[config.mk]
export PLATFORM = sky130hd
export DESIGN_NAME = mdio_mgmt_slave
export DESIGN_NICKNAME = d
export VERILOG_FILES = /design/src/rtl/mdio_slv_pkg.sv /design/src/rtl/mdio_frame_rx.sv /design/src/rtl/mdio_addr_bank.sv /design/src/rtl/mdio_rd_drv.sv /design/src/rtl/mdio_mgmt_slave.sv
export SDC_FILE = /design/constraint.sdc
export NUM_CORES = 1
export LEC_CHECK = 0
export BUFFER_PORTS_ARGS = -buffer_cell sky130_fd_sc_hd__buf_4
export CORE_ASPECT_RATIO = 2
export CORE_UTILIZATION = 50
export DETAILED_ROUTE_END_ITERATION = 10
export HOLD_SLACK_MARGIN = 0.05
export PLACE_DENSITY = 0.72
export SLEW_MARGIN = 10
export SYNTH_ARGS = -nofsm -noshare
export SYNTH_HDL_FRONTEND = slang
export SYNTH_SLANG_ARGS = --single-unit
[constraint.sdc]
create_clock -name mdc -period 5.35 [get_ports mdc]
set_input_delay 0.2675 -clock mdc [delete_from_list [all_inputs] [get_ports mdc]]
set_output_delay 0.2675 -clock mdc [all_outputs]
set_load 0.02 [all_outputs]
[src/rtl/mdio_slv_pkg.sv]
package mdio_slv_pkg;
  typedef enum logic [2:0] {S_HUNT, S_START, S_HDR, S_TURN, S_DATA} rx_state_t;
  localparam logic [1:0] OP_ADDR     = 2'b00;
  localparam logic [1:0] OP_WRITE    = 2'b01;
  localparam logic [1:0] OP_READ     = 2'b11;
  localparam logic [1:0] OP_READ_INC = 2'b10;
  localparam int PRE_ONES = 32;
endpackage

[src/rtl/mdio_frame_rx.sv]
module mdio_frame_rx
  import mdio_slv_pkg::*;
#(
  parameter int DW   = 16,
  parameter int PAW  = 5,
  parameter int DEVW = 5,
  parameter int NDEV = 3,
  parameter int IDXW = 2,
  parameter logic [NDEV*DEVW-1:0] DEV_IDS = {5'd4, 5'd3, 5'd1}
) (
  input  logic            clk,
  input  logic            rst,
  input  logic            din,
  input  logic [PAW-1:0]  port_addr,
  output logic            hit,
  output logic [1:0]      hit_op,
  output logic [IDXW-1:0] hit_idx,
  output logic            fin,
  output logic [1:0]      fin_op,
  output logic [IDXW-1:0] fin_idx,
  output logic [DW-1:0]   fin_data
);
  localparam int HDR_BITS = 2 + PAW + DEVW;
  localparam int CW = $clog2(DW);
  localparam int OW = $clog2(PRE_ONES + 1);

  rx_state_t            st;
  logic [OW-1:0]        ones;
  logic [CW-1:0]        cnt;
  logic [HDR_BITS-2:0]  hdr_q;
  logic [DW-2:0]        dsh;
  logic [HDR_BITS-1:0]  hdr_w;
  logic                 dev_ok;
  logic                 match;

  assign hdr_w    = {hdr_q, din};
  assign hit_op   = hdr_w[HDR_BITS-1 -: 2];
  assign fin_data = {dsh, din};

  always_comb begin
    dev_ok  = 1'b0;
    hit_idx = '0;
    for (int i = 0; i < NDEV; i++) begin
      if (hdr_w[DEVW-1:0] == DEV_IDS[i*DEVW +: DEVW]) begin
        dev_ok  = 1'b1;
        hit_idx = IDXW'(i);
      end
    end
  end

  assign match = dev_ok && (hdr_w[DEVW +: PAW] == port_addr);
  assign hit   = (st == S_HDR) && (cnt == CW'(HDR_BITS - 1)) && match;
  assign fin   = (st == S_DATA) && (cnt == CW'(DW - 1));

  always_ff @(posedge clk) begin
    if (rst) begin
      st     <= S_HUNT;
      ones   <= '0;
      cnt    <= '0;
      hdr_q  <= '0;
      dsh    <= '0;
      fin_op <= '0;
      fin_idx <= '0;
    end else begin
      case (st)
        S_HUNT: begin
          if (din) begin
            if (ones != OW'(PRE_ONES)) ones <= ones + 1'b1;
          end else begin
            if (ones == OW'(PRE_ONES)) st <= S_START;
            ones <= '0;
          end
        end
        S_START: begin
          if (!din) begin
            st  <= S_HDR;
            cnt <= '0;
          end else begin
            st   <= S_HUNT;
            ones <= OW'(1);
          end
        end
        S_HDR: begin
          hdr_q <= hdr_w[HDR_BITS-2:0];
          cnt   <= cnt + 1'b1;
          if (cnt == CW'(HDR_BITS - 1)) begin
            cnt <= '0;
            if (match) begin
              st      <= S_TURN;
              fin_op  <= hit_op;
              fin_idx <= hit_idx;
            end else begin
              st <= S_HUNT;
            end
          end
        end
        S_TURN: begin
          if (cnt == '0) begin
            cnt <= cnt + 1'b1;
            if (!fin_op[1] && !din) st <= S_HUNT;
          end else begin
            cnt <= '0;
            if (!fin_op[1] && din) st <= S_HUNT;
            else                   st <= S_DATA;
          end
        end
        S_DATA: begin
          dsh <= fin_data[DW-2:0];
          cnt <= cnt + 1'b1;
          if (cnt == CW'(DW - 1)) begin
            st  <= S_HUNT;
            cnt <= '0;
          end
        end
        default: st <= S_HUNT;
      endcase
    end
  end
endmodule

[src/rtl/mdio_addr_bank.sv]
module mdio_addr_bank #(
  parameter int DW   = 16,
  parameter int NDEV = 3,
  parameter int IDXW = 2
) (
  input  logic               clk,
  input  logic               rst,
  input  logic               ld,
  input  logic               inc,
  input  logic [IDXW-1:0]    idx,
  input  logic [DW-1:0]      val,
  output logic [NDEV*DW-1:0] held_flat
);
  for (genvar g = 0; g < NDEV; g++) begin : g_dev
    logic [DW-1:0] held_q;
    always_ff @(posedge clk) begin
      if (rst)                            held_q <= '0;
      else if (ld  && idx == IDXW'(g))    held_q <= val;
      else if (inc && idx == IDXW'(g))    held_q <= held_q + 1'b1;
    end
    assign held_flat[g*DW +: DW] = held_q;
  end
endmodule

[src/rtl/mdio_rd_drv.sv]
module mdio_rd_drv #(
  parameter int DW = 16
) (
  input  logic          clk,
  input  logic          rst,
  input  logic          load,
  input  logic [DW-1:0] word,
  output logic          mdo,
  output logic          mdoe
);
  localparam int KW = $clog2(DW + 1);

  logic [DW-1:0] sh;
  logic [KW-1:0] left;

  always_ff @(posedge clk) begin
    if (rst) begin
      sh   <= '0;
      left <= '0;
      mdo  <= 1'b0;
      mdoe <= 1'b0;
    end else if (load) begin
      sh   <= word;
      left <= KW'(DW);
      mdo  <= 1'b0;
      mdoe <= 1'b1;
    end else if (left != '0) begin
      mdo  <= sh[DW-1];
      sh   <= {sh[DW-2:0], 1'b0};
      left <= left - 1'b1;
    end else begin
      mdo  <= 1'b0;
      mdoe <= 1'b0;
    end
  end
endmodule

[src/rtl/mdio_mgmt_slave.sv]
module mdio_mgmt_slave
  import mdio_slv_pkg::*;
#(
  parameter int DW   = 16,
  parameter int PAW  = 5,
  parameter int DEVW = 5,
  parameter int NDEV = 3,
  parameter logic [NDEV*DEVW-1:0] DEV_IDS = {5'd4, 5'd3, 5'd1}
) (
  input  logic            mdc,
  input  logic            rst,
  input  logic            mdio_i,
  input  logic [PAW-1:0]  port_addr,
  output logic            mdio_o,
  output logic            mdio_oe,
  output logic [DEVW-1:0] reg_dev,
  output logic [DW-1:0]   reg_addr,
  output logic            reg_wr,
  output logic [DW-1:0]   reg_wdata,
  output logic            reg_rd,
  input  logic [DW-1:0]   reg_rdata
);
  localparam int IDXW = (NDEV > 1) ? $clog2(NDEV) : 1;

  logic               hit, fin;
  logic [1:0]         hit_op, fin_op;
  logic [IDXW-1:0]    hit_idx, fin_idx;
  logic [DW-1:0]      fin_data;
  logic [NDEV*DW-1:0] held_flat;

  mdio_frame_rx #(
    .DW(DW), .PAW(PAW), .DEVW(DEVW), .NDEV(NDEV), .IDXW(IDXW), .DEV_IDS(DEV_IDS)
  ) u_rx (
    .clk(mdc), .rst(rst), .din(mdio_i), .port_addr(port_addr),
    .hit(hit), .hit_op(hit_op), .hit_idx(hit_idx),
    .fin(fin), .fin_op(fin_op), .fin_idx(fin_idx), .fin_data(fin_data)
  );

  mdio_addr_bank #(.DW(DW), .NDEV(NDEV), .IDXW(IDXW)) u_bank (
    .clk(mdc), .rst(rst),
    .ld(fin && fin_op == OP_ADDR),
    .inc(fin && fin_op == OP_READ_INC),
    .idx(fin_idx), .val(fin_data), .held_flat(held_flat)
  );

  mdio_rd_drv #(.DW(DW)) u_drv (
    .clk(mdc), .rst(rst), .load(reg_rd), .word(reg_rdata),
    .mdo(mdio_o), .mdoe(mdio_oe)
  );

  always_ff @(posedge mdc) begin
    if (rst) begin
      reg_rd    <= 1'b0;
      reg_wr    <= 1'b0;
      reg_dev   <= '0;
      reg_addr  <= '0;
      reg_wdata <= '0;
    end else begin
      reg_rd <= 1'b0;
      reg_wr <= 1'b0;
      if (hit && hit_op[1]) begin
        reg_rd   <= 1'b1;
        reg_dev  <= DEV_IDS[hit_idx*DEVW +: DEVW];
        reg_addr <= held_flat[hit_idx*DW +: DW];
      end else if (fin && fin_op == OP_WRITE) begin
        reg_wr    <= 1'b1;
        reg_dev   <= DEV_IDS[fin_idx*DEVW +: DEVW];
        reg_addr  <= held_flat[fin_idx*DW +: DW];
        reg_wdata <= fin_data;
      end
    end
  end
endmodule

## After elaboration in Yosys (flattened, before gate mapping)

Cells that the tools add are included.

| word-level totals | value |
|---|---|
| output and inout port bits | 41 |
| bits of input ports | 24 |
| register bits after elaboration | 153 |
| word-level logic and storage cells | 139 |

| cells by class | value |
|---|---|
| bitwise logic cells | 2 |
| $add $sub $neg | 6 |
| shift-type cells | 4 |
| multiply operators | 2 |
| equality and inequality tests | 25 |
| reductions and logical operators | 38 |
| multiplexer cells | 42 |

Operators by type and width:

| cell | number |
|---|---|
| two-way mux 16 bit | 10 |
| indexed part select 48 x 7 -> 16 bit | 2 |
| adder 16 x 1 -> 16 bit, second input constant | 3 |
| indexed part select 15 x 6 -> 5 bit, first input constant | 2 |
| two-way mux 3 bit | 7 |
| two-way mux 5 bit | 4 |
| two-way mux 6 bit | 3 |
| logical AND 1 bit | 16 |
| two-way mux 4 bit | 4 |
| case mux 4 bit (4 select lines) | 1 |
| case mux 3 bit (5 select lines) | 1 |
| inequality test 2 bit, second input constant | 6 |
| case mux 6 bit (2 select lines) | 1 |
| nonzero test 2 bit | 6 |
| multiplier 2 x 3 -> 5 bit, second input constant | 2 |
| equality test 4 bit, second input constant | 2 |
| two-way mux 1 bit | 8 |
| adder 6 x 1 -> 6 bit, second input constant | 1 |
| equality test 3 x 2 -> 1 bit, second input constant | 2 |
| equality test 6 bit, second input constant | 1 |
| two-way mux 2 bit | 3 |
| inequality test 6 bit, second input constant | 1 |
| AND reduction 3 bit | 2 |
| equality test 5 x 1 -> 1 bit, second input constant | 1 |
| other kinds (23) | 30 |

## Logic depth before layout (Yosys ltp)

| logic depth | value |
|---|---|
| depth in word-level cells | 9 |
| gate-level depth with buffers | 9 |
| gate-level depth less buffers | 8 |

## Modules after synthesis

Synthesis repeated with hierarchy kept, for this count alone.

| second synthesis, totals | value |
|---|---|
| cells, all modules | 948 |
| area, all modules | 8092.8 um2 |

Modules (own cells, without submodules):

| module | times used | cells each | seq. area each (um2) | area an instance (um2) |
|---|---|---|---|---|
| mdio_addr_bank | 1 | 395 | 960.9 | 3160.5 |
| mdio_frame_rx | 1 | 243 | 860.8 | 2068.2 |
| mdio_mgmt_slave | 1 | 191 | 740.7 | 1739.2 |
| mdio_rd_drv | 1 | 119 | 460.4 | 1124.8 |

## Worst setup path before layout

No wires, ideal clock.

| path | value |
|---|---|
| path kind | register to register |
| from | reg u_rx.cnt[0] |
| to | reg reg_addr[11] |
| required time | 5228 ps |
| cell stages (with the launch flop) | 10 |
| arrival | 2081 ps |
| slack | 3148 ps |
| library setup time | 122 ps |
| buffers on the path | 2 |
| period minus slack after synthesis | 2202 ps |
| cell sequence | dfxtp_1 > ha_1 > and3b_1 > and3_1 > and4_1 > buf_2 > a31o_2 > buf_6 > a22o_1 > a221o_1 |

| on the way | value |
|---|---|
| cells in the longest elaborated chain, start to end | 5 |
| elaborated cells on any way between the ends | 9 |
| classes of those cells | eq/ne: 2; mux: 1; reduce/logical: 6 |

Ends and longest elaborated chain:

| item | RTL line | text |
|---|---|---|
| start: declaration | mdio_frame_rx.sv:29 | `logic [CW-1:0] cnt;` |
| start signal: assignment | mdio_frame_rx.sv:85 | `cnt <= cnt + 1'b1;` |
| start signal: assignment | mdio_frame_rx.sv:99 | `cnt <= cnt + 1'b1;` |
| start signal: assignment | mdio_frame_rx.sv:109 | `cnt <= cnt + 1'b1;` |
| equality test 4 bit | mdio_frame_rx.sv:52 | `assign hit = (st == S_HDR) && (cnt == CW'(HDR_BITS - 1)) && match;` |
| logical AND 1 bit (2 in a row) | mdio_frame_rx.sv:52 |  |
| logical AND 1 bit | mdio_mgmt_slave.sv:61 | `if (hit && hit_op[1]) begin` |
| two-way mux 16 bit or nonzero test 2 bit (tied branches) | n/a |  |
| end signal: assignment | mdio_mgmt_slave.sv:64 | `reg_addr <= held_flat[hit_idx*DW +: DW];` |
| end signal: assignment | mdio_mgmt_slave.sv:68 | `reg_addr <= held_flat[fin_idx*DW +: DW];` |
| end: declaration | mdio_mgmt_slave.sv:17 | `output logic [DW-1:0] reg_addr,` |

Several ways; a longest one is shown, not always the timed one.
A chain may end at the register's enable or synchronous reset.

## Worst setup path after layout

| path | value |
|---|---|
| from | reg u_rx.st[2] |
| to | reg reg_addr[11] |

| on the way | value |
|---|---|
| cells in the longest elaborated chain, start to end | 5 |
| elaborated cells on any way between the ends | 9 |
| classes of those cells | eq/ne: 2; mux: 1; reduce/logical: 6 |

Ends and longest elaborated chain:

| item | RTL line | text |
|---|---|---|
| start: declaration | mdio_frame_rx.sv:27 | `rx_state_t st;` |
| start signal: assignment | mdio_frame_rx.sv:57 | `st <= S_HUNT;` |
| start signal: assignment | mdio_frame_rx.sv:70 | `if (ones == OW'(PRE_ONES)) st <= S_START;` |
| start signal: assignment | mdio_frame_rx.sv:76 | `st <= S_HDR;` |
| equality test 3 x 2 -> 1 bit | mdio_frame_rx.sv:52 |  |
| logical AND 1 bit (2 in a row) | mdio_frame_rx.sv:52 |  |
| logical AND 1 bit | mdio_mgmt_slave.sv:61 |  |
| two-way mux 16 bit or nonzero test 2 bit (tied branches) | n/a |  |

Several ways; a longest one is shown, not always the timed one.

==> flow_summary_export.csv <==
group,metric,value,unit
run_status,status,"finished clean",
cts,h-tree-depth,4,
detailed_routing,wl_per_cell,18.6,um
timing,rsz0062_at_grt,"no",
finish,syn_to_final_growth,16.2,%
global_routing,gr-total-overflow,0,
flow_run,maxCapViolCount,0,
placed_design,dp_hpwl,14700,um
critical_path,slowest_stage,"or4b_1",
critical_path,worstPathArrival,3.85,ns
critical_path,max_stage_delay,1.07,ns
finish,drive_gt1_frac,0.125,
pwr,p_leak,3.01,nW
critical_path,r2r-start,"u_rx.st[2]",
critical_path,crit_family,"simple AND/OR/NAND/NOR gates",
cts,cts_tree,"yes",
global_routing,grt_pass1_wl,33000,um
detailed_routing,wl,21400,um
yosys,synth_edf_count,0,
timing,slew_violations,0,
cts,post_cts_resized,0,
yosys,yosysSeqAreaShare,0.418,
yosys,yosysUniqueCellTypes,67,
floorplanning,dieArea,15000,um^2
cts,cts_inserted_buffers,17,
yosys,avgSynthCellArea,7.87,um^2
critical_path,endpoint_kind,"flip-flop",
floorplanning,ios,65,
finish,final_cell_mix,"150 x dfxtp_1, 142 x nand2_1, 112 x a21oi_1",
timing,post-route-min-period,3.49,ns
critical_path,crit_fanout,28,
critical_path,r2r_setup_slack,1.86,ns
floorplanning,die_w,87.0,um
floorplanning,fp.coreArea,14000,um^2
detailed_routing,ant_nets,0,
global_routing,grt_antenna_before_repair,0,
floorplanning,num_rows,61,
yosys,syn_inst,918,
floorplanning,fp.dieH,172,um
cts,clock_sinks,151,
yosys,synth-warning-count,0,
hold_path,holdPathStages,3,
timing,fin_crit_sh,0.653,
critical_path,r2r-end,"reg_addr[11]",
global_routing,grtUsageTotal,0.294,
critical_path,cp_num_buf_inv,0,
timing,relSlewSlack,0.307,
detailed_routing,drc,0,
timing,hold_violations,0,
critical_path,cp.required,5.71,ns
finish,n_antenna_cell,0,
finish,layout.cells.most_common,"dfxtp_1",
cts,cts_setup_buffers,0,
cts,clk_latency,0.42,ns
hold_path,hold_end,"u_drv.sh[14]",
critical_path,crit_path_start_kind,"flip-flop",
cts,max-clock-path-buffers,2,
timing,tightest_slew,1.03,ns
placed_design,port_buffers,62,
timing,finalSetupViolations,0,
detailed_routing,vias,6934,
floorplanning,start_util,0.515,
detailed_routing,vias_per_cell,6.04,
cts,hold_buffers,0,
finish,fin_nets,978,
critical_path,crit_path_cell_trace,"or3b_1, or4b_1, nor3_2, a31oi_1, nor2_2, a221o_1",
pwr,power_density,329,nW/um^2
placed_design,routabilityCongestion,0.907,
detailed_routing,drt_iter0_drc,403,
global_routing,grt_pass1_vias,6369,
cts,cts.clk_slew.worst_paths,0.07,ns
critical_path,ff2ff_path_depth,6,
critical_path,critPathKind,"flip-flop to flip-flop",
timing,clock_skew,0.00875,ns
cts,cts-root-buf,"clkbuf_16",
yosys,synth-seq-cells,151,
timing,finalSetupTns,0,ns
detailed_routing,drtPass1Iterations,5,
hold_path,hp-start,"reg_rdata[14]",
yosys,synth.cell_area,7230,um^2
hold_path,hold_class,"primary input to flip-flop",
finish,layoutNonFillerInstCount,1148,
global_routing,grt_max_degree,69,
timing,fmax,286,MHz
placed_design,dp.cells,1116,
pwr,ir_drop,225,uV
finish,fin_util,0.598,
yosys,synth_async_sr_flop_share,0,
yosys,ys.flop_type,"dfxtp_1",
==> how the worst max path moves through the flow <==
| stage | start | to | slack, ns | depth (start not counted) |
|---|---|---|---|---|
| detailed placement | u_rx.st[2] | reg_addr[11] | 1.91 | 6 |
| CTS | u_rx.st[2] | reg_addr[11] | 1.88 | 6 |
| floorplan | u_rx.cnt[0] | reg_addr[11] | 3.15 | 9 |
| global route | u_rx.st[2] | reg_addr[11] | 1.62 | 6 |
| finish | u_rx.st[2] | reg_addr[11] | 1.86 | 6 |
| global placement | u_rx.st[2] | reg_addr[15] | 2.00 | 6 |
==> worst register-to-register path: stages, from the launching register on <==
cell and delay, ns:
dfxtp_1 0.53, or3b_1 0.69, or4b_1 1.07, nor3_2 0.26, a31oi_1 0.07, nor2_2 0.53
a221o_1 0.28
==> flip-flops by register name (all words and copies together), names as in the netlist, 4 cells and up <==
name and cells:
u_drv.left 5, u_rx.ones 6, u_drv.sh 16, u_rx.cnt 4, u_rx.dsh 15, u_rx.hdr_q 11
reg_addr 16, reg_wdata 16, u_bank.g_dev.held_q 48
==> synthesized netlist by cell type, drive strengths merged, types with 8 or more instances <==
| master | number | area [um^2] |
|---|---|---|
| and3 | 11 | 68.8 |
| a22oi | 17 | 128 |
| dfxtp | 151 | 3020 |
| a211oi | 14 | 105 |
| nor3 | 36 | 195 |
| nor4 | 12 | 87.6 |
| ha | 8 | 100 |
| buf | 18 | 109 |
| a221o | 15 | 150 |
| inv | 13 | 48.8 |
| nand4 | 13 | 81.3 |
| nor2b | 11 | 68.8 |
| a22o | 15 | 131 |
| a21oi | 112 | 561 |
| o21ai | 37 | 185 |
| nand2 | 142 | 533 |
| clkbuf | 44 | 165 |
| nand3 | 23 | 115 |
| o22ai | 14 | 87.6 |
| mux2i | 19 | 190 |
| nor2 | 107 | 409 |
==> metal layers <==
| layer | GRT usage | part of all wire | vias up |
|---|---|---|---|
| li1 | - | - | 3350 |
| met1 | 0.286 | 0.36 | 3283 |
| met2 | 0.535 | 0.53 | 217 |
| met3 | 0.0506 | 0.040 | 84 |
| met4 | 0.233 | 0.077 | 0 |
| met5 | 0 | 0 | - |
==> cell type report <==
type                            count  area [um^2]
Fill cell                        1340         5650
Clock inverter                     14          245
Sequential cell                   151         3020
Clock buffer                       18          429
Timing Repair Buffer               70          526
Tap cell                          189          236
Multi-Input combinational cell    691         3880
Inverter                           15         56.3
==> cells by family after synthesis <==
family | Yosys count | synth area share
AND/OR/NAND/NOR | 388 | 0.250
AO/OA/AOI/OAI | 260 | 0.228
flip-flops | 151 | 0.418
buffers and inverters | 77 | 0.0457
multiplexers | 20 | 0.0279
XOR/XNOR | 13 | 0.0158
adder cells (fa/ha/maj) | 8 | 0.0138
other | 1 | 0.000519
==> power by group <==
group	total [W]	leakage [nW]	internal, W	switching [W]
registers	0.00115	1.22	0.00114	0.0000120
logic	0.000237	1.46	0.000104	0.000133
clock network	0.00138	0.331	0.000882	0.000496
==> per-stage QoR <==
step | worst slack (ns) | hold WS [ns] | power, W | area (um^2)
after detailed placement | 1.91 | 0.448 | 0.00142 | 7720
after floorplan | 3.15 | 0.410 | 0.00136 | 7230
final | 1.86 | 0.0714 | 0.00277 | 8400
after global placement | 2.00 | 0.446 | 0.00141 | 7720
after global routing | 1.62 | 0.0861 | 0.00285 | 8400
after CTS | 1.88 | 0.0654 | 0.00279 | 8400
Power figures use the tool's default switching activity.
